File: src/rtl/opr_pkg.sv
package opr_pkg;
  localparam int AC_W   = 12;
  localparam int HALF_W = AC_W / 2;
  localparam int LW     = AC_W + 1;
  localparam int OPC_W  = 3;

  typedef logic [AC_W-1:0] word_t;
  typedef logic [LW-1:0]   lword_t;

  localparam logic [OPC_W-1:0] OPC_OPERATE = 3'b111;

  // group select and shared positions
  localparam int B_GROUP = 8;
  localparam int B_CLR_A = 7;
  // first group
  localparam int B_CLR_L = 6;
  localparam int B_CPL_A = 5;
  localparam int B_CPL_L = 4;
  localparam int B_ROR   = 3;
  localparam int B_ROL   = 2;
  localparam int B_TWICE = 1;
  localparam int B_INC   = 0;
  // second group
  localparam int B_T_NEG = 6;
  localparam int B_T_ZER = 5;
  localparam int B_T_LNK = 4;
  localparam int B_INVRT = 3;
  localparam int B_OR_SW = 2;
  localparam int B_STOP  = 1;

  function automatic lword_t rot_left1(lword_t v);
    return {v[LW-2:0], v[LW-1]};
  endfunction

  function automatic lword_t rot_right1(lword_t v);
    return {v[0], v[LW-1:1]};
  endfunction

  function automatic word_t swap_halves(word_t a);
    return {a[HALF_W-1:0], a[AC_W-1:HALF_W]};
  endfunction

  function automatic lword_t bump(lword_t v);
    return v + lword_t'(1);
  endfunction
endpackage

File: src/rtl/opr_grp1.sv
module opr_grp1
  import opr_pkg::*;
(
  input  word_t ir,
  input  word_t ac,
  input  logic  lk,
  output word_t ac_o,
  output logic  lk_o,
  output logic  rot_used
);
  word_t  a;
  logic   l;
  lword_t v;

  always_comb begin
    a = ir[B_CLR_A] ? '0 : ac;
    l = ir[B_CLR_L] ? 1'b0 : lk;
    if (ir[B_CPL_A]) a = ~a;
    if (ir[B_CPL_L]) l = ~l;
    v = {l, a};
    if (ir[B_INC]) v = bump(v);
    rot_used = 1'b0;
    case ({ir[B_ROR], ir[B_ROL]})
      2'b10: begin
        rot_used = 1'b1;
        v = rot_right1(v);
        if (ir[B_TWICE]) v = rot_right1(v);
      end
      2'b01: begin
        rot_used = 1'b1;
        v = rot_left1(v);
        if (ir[B_TWICE]) v = rot_left1(v);
      end
      2'b00: begin
        if (ir[B_TWICE]) v[AC_W-1:0] = swap_halves(v[AC_W-1:0]);
      end
      default: ;
    endcase
    ac_o = v[AC_W-1:0];
    lk_o = v[LW-1];
  end
endmodule

File: src/rtl/opr_grp2.sv
module opr_grp2
  import opr_pkg::*;
(
  input  word_t ir,
  input  word_t ac,
  input  logic  lk,
  input  word_t sw,
  output word_t ac_o,
  output logic  skip_o,
  output logic  halt_o,
  output logic  cond_hit
);
  always_comb begin
    cond_hit = (ir[B_T_NEG] & ac[AC_W-1])
             | (ir[B_T_ZER] & (ac == '0))
             | (ir[B_T_LNK] & lk);
    skip_o = cond_hit ^ ir[B_INVRT];
    ac_o = ir[B_CLR_A] ? '0 : ac;
    if (ir[B_OR_SW]) ac_o = ac_o | sw;
    halt_o = ir[B_STOP];
  end
endmodule

File: src/rtl/opr_exec.sv
module opr_exec
  import opr_pkg::*;
(
  input  logic              clk,
  input  logic              rst_n,
  input  logic              exec_valid,
  input  logic [AC_W-1:0]   instr,
  input  logic [AC_W-1:0]   ac_in,
  input  logic              link_in,
  input  logic [AC_W-1:0]   switches,
  output logic              done,
  output logic [AC_W-1:0]   ac_out,
  output logic              link_out,
  output logic              skip,
  output logic              halt
);
  logic  is_opr, is_grp1, is_grp2;
  word_t g1_ac, g2_ac;
  logic  g1_lk, g2_skip, g2_halt, g1_rot, g2_hit;
  word_t nxt_ac;
  logic  nxt_lk, nxt_skip, nxt_halt;

  assign is_opr  = (instr[AC_W-1 -: OPC_W] == OPC_OPERATE);
  assign is_grp1 = is_opr & ~instr[B_GROUP];
  assign is_grp2 = is_opr &  instr[B_GROUP] & ~instr[B_INC];

  opr_grp1 u_g1 (
    .ir(instr), .ac(ac_in), .lk(link_in),
    .ac_o(g1_ac), .lk_o(g1_lk), .rot_used(g1_rot)
  );

  opr_grp2 u_g2 (
    .ir(instr), .ac(ac_in), .lk(link_in), .sw(switches),
    .ac_o(g2_ac), .skip_o(g2_skip), .halt_o(g2_halt), .cond_hit(g2_hit)
  );

  always_comb begin
    nxt_ac   = ac_in;
    nxt_lk   = link_in;
    nxt_skip = 1'b0;
    nxt_halt = 1'b0;
    if (is_grp1) begin
      nxt_ac = g1_ac;
      nxt_lk = g1_lk;
    end else if (is_grp2) begin
      nxt_ac   = g2_ac;
      nxt_skip = g2_skip;
      nxt_halt = g2_halt;
    end
  end

  always_ff @(posedge clk) begin
    if (!rst_n) begin
      done     <= 1'b0;
      ac_out   <= '0;
      link_out <= 1'b0;
      skip     <= 1'b0;
      halt     <= 1'b0;
    end else begin
      done <= exec_valid;
      skip <= exec_valid & nxt_skip;
      halt <= exec_valid & nxt_halt;
      if (exec_valid) begin
        ac_out   <= nxt_ac;
        link_out <= nxt_lk;
      end
    end
  end
endmodule

File: config.mk
export PLATFORM = sky130hd
export DESIGN_NAME = opr_exec
export DESIGN_NICKNAME = d
export VERILOG_FILES = /design/src/rtl/opr_pkg.sv /design/src/rtl/opr_grp1.sv /design/src/rtl/opr_grp2.sv /design/src/rtl/opr_exec.sv
export SDC_FILE = /design/constraint.sdc
export NUM_CORES = 1
export LEC_CHECK = 0
export BUFFER_PORTS_ARGS = -buffer_cell sky130_fd_sc_hd__buf_4
export CAP_MARGIN = 20
export CORE_MARGIN = 5
export CORE_UTILIZATION = 54
export DETAILED_ROUTE_END_ITERATION = 10
export PLACE_DENSITY = 0.81
export SYNTH_ARGS = -nofsm -noshare
export SYNTH_HDL_FRONTEND = slang
export SYNTH_SLANG_ARGS = --single-unit
File: constraint.sdc
create_clock -name clk -period 3.5 [get_ports clk]
set_clock_uncertainty 0.15 [all_clocks]
set_input_delay 0.7 -clock clk [delete_from_list [all_inputs] [get_ports clk]]
set_output_delay 0.7 -clock clk [all_outputs]
set_load 0.01 [all_outputs]
==> flow_metrics.env <==
export IMPL_outcome="complete, no violations"
export IMPL_synth_warnings=0
export IMPL_num_vias=2876
export IMPL_final_util=0.687
export IMPL_cts_setup_buffers=0
export IMPL_synth_distinct_cells=59
export IMPL_synth_simple_area_share=0.257
export IMPL_cts_buffer_depth=2
export IMPL_routed_via_density=6.90
export IMPL_cts_resized_gates=0
export IMPL_antenna_found_initial=0
export IMPL_grt_max_degree=26
export IMPL_powerDensity_nw_per_um2=253
export IMPL_synth_xor_area_share=0.0718
export IMPL_fp_row_count=23
export IMPL_layout_setup_ws_ps=472
export IMPL_nets=414
export IMPL_layout_commonest_cell="buf_4"
export IMPL_yosysTopAreaCellShare=0.146
export IMPL_io_buffers=55
export IMPL_synth_compound_area_frac=0.414
export IMPL_period_share=0.865
export IMPL_avgSynthCellArea_um2=6.95
export IMPL_fp_dieW_um=73.8
export IMPL_syn_area_um2=2200
export IMPL_yosysTopAreaCell="dfxtp_1"
export IMPL_stdcell_area_um2=2730
export IMPL_synthesis_nets=361
export IMPL_synth_fa_ha_area_frac=0.0285
export IMPL_synth_area_top_cells="dfxtp_1 (15%), xnor2_1 (7.2%), o21ai_0 (6.2%)"
export IMPL_diodes=0
export IMPL_synthMuxAreaShare=0.0182
export IMPL_fill_cells=363
export IMPL_drtIter0Drc=386
export IMPL_grt_overflow=0
export IMPL_initial_core_util=0.553
export IMPL_rsz0062_at_grt="no"
export IMPL_ys_ff_latch=16
export IMPL_tightest_slew_ps=618
export IMPL_drc_errors=0
export IMPL_place_area_um2=2690
export IMPL_postCtsHoldBufs=0
export IMPL_routed_wl_mm=8.23
export IMPL_drv_slew=0
export IMPL_dr_pass1_iters=6
export IMPL_grt_pass1_wl_mm=13.0
export IMPL_grt_use_total=0.307
export IMPL_min_path_type="reg2reg"
export IMPL_cts_buffers=3
export IMPL_dp_final_hpwl_mm=6.42
export IMPL_mostFrequentLayoutCells="buf_4 (69), nor2_1 (31), o21ai_0 (27)"
export IMPL_synth_edff_count=0
export IMPL_synth_top_family_by_area="compound AO/OA/AOI/OAI gates"
export IMPL_hold_violations=0
export IMPL_setup_violations=0
export IMPL_cap_violations=0
export IMPL_p_leak_nw=1.09
export IMPL_dieArea_um2=5440
export IMPL_fmax_mhz=330
export IMPL_synthArstFlopShare=0
export IMPL_cp_arrival_ps=3000
export IMPL_relSlewSlack=0.585
export IMPL_min_period_ps=3030
export IMPL_worstSetupPathType="in2reg"
export IMPL_crit_path_end_kind="flip-flop"
export IMPL_startpoint_type="input port"
export IMPL_coreArea_um2=3970
export IMPL_io_pins=56
export IMPL_syn_inst=316
export IMPL_post_drt_wl_per_cell_um=19.7
export IMPL_die_h_um=73.8
export IMPL_cts_tree="yes"
export IMPL_cts_root_buffer="clkbuf_8"
export IMPL_insertion_delay_ps=250
export IMPL_setup_tns_ps=0
export IMPL_post_place_ws_ps=267
export IMPL_clkTransAtPathRegs_ps=70
export IMPL_grt_pass1_vias=2641
export IMPL_clock_sinks=16
export IMPL_yosysSeqAreaShare=0.146
export IMPL_synth_ff_type="dfxtp_1"
export IMPL_gp_congestion=1.03
export IMPL_worstPathMaxFanout=13
export IMPL_worstPathRequired_ps=3470
export IMPL_peakVddDrop_mv=0.145
export IMPL_holdWs_ps=406
export IMPL_area_growth_pct=24.2
export IMPL_drive_gt1_frac=0.234
export IMPL_htreeDepth=1
export IMPL_ant_nets=0
[cell families after synthesis]
| logic type | after synthesis |
|---|---|
| xor+xnor | 18 |
| mux | 4 |
| compound gates | 129 |
| fa+ha+maj | 5 |
| buf+inv | 35 |
| simple gates | 109 |
| flops | 16 |
[registers in the layout, summed over array words and instances, names as in the netlist]
| name | count |
|---|---|
| halt | 1 |
| ac_out | 12 |
| done | 1 |
| skip | 1 |
| link_out | 1 |
[power by group]
group,internal [W],switching (W)
Combinational,0.000144,0.000201
Sequential,0.000195,0.00000630
Clock,0.0000765,0.0000686
Total,0.000415,0.000276
[worst paths after layout]
check / depth (start not counted) / slack (ps) / endpoint / startpoint
setup reg to reg: 4 / 2300 / ac_out[10] / ac_out[10]
hold / removal: 2 / 410 / ac_out[1] / ac_out[1]
hold reg to reg: 2 / 410 / ac_out[1] / ac_out[1]
setup / recovery: 13 / 470 / ac_out[9] / instr[7]
[cell type report]
type | count | area (um^2) | area share
multi-input combinational | 265 | 1730 | 0.635
timing repair buffer | 69 | 518 | 0.190
inverter | 14 | 52.6 | 0.0193
clock buffer | 3 | 41.3 | 0.0151
tap | 50 | 62.6 | 0.0229
sequential | 16 | 320 | 0.117
[metrics by stage]
step,instances,total power (W)
2_1_floorplan,316,0.000401
3_3_place_gp,414,0.000535
3_5_place_dp,414,0.000538
4_1_cts,417,0.000680
5_1_grt,417,0.000721
6_report,417,0.000691
[cell usage after synthesis, types with 4 or more instances]
library cell / number
mux2i_1: 4
nor2b_1: 12
clkbuf_1: 14
a211oi_1: 6
a21oi_1: 23
nor2_1: 31
nand3_1: 8
a31oi_1: 9
a221oi_1: 4
and3_1: 5
o21ai_0: 27
o211ai_1: 11
a22oi_1: 8
nor3_1: 12
dfxtp_1: 16
ha_1: 5
o221ai_1: 5
o22ai_1: 4
o21bai_1: 4
inv_1: 12
nand2_1: 22
xnor2_1: 18
[critical path, cell delays in order]
cell	delay (ps)
buf_4	160
inv_1	130
a21oi_1	80
a21oi_1	200
inv_1	70
ha_1	200
and2_1	200
a32oi_1	310
a21oi_1	90
xnor2_1	150
buf_4	150
a311oi_1	400
a311oi_2	160
[per-layer routing]
metal	GRT usage	wire length, um	share of wire
met5	0	0	0
met4	0.129	363	0.044
met3	0.0698	1060	0.13
met2	0.477	3490	0.42
met1	0.406	3320	0.40
Power figures use the tool's default switching activity.
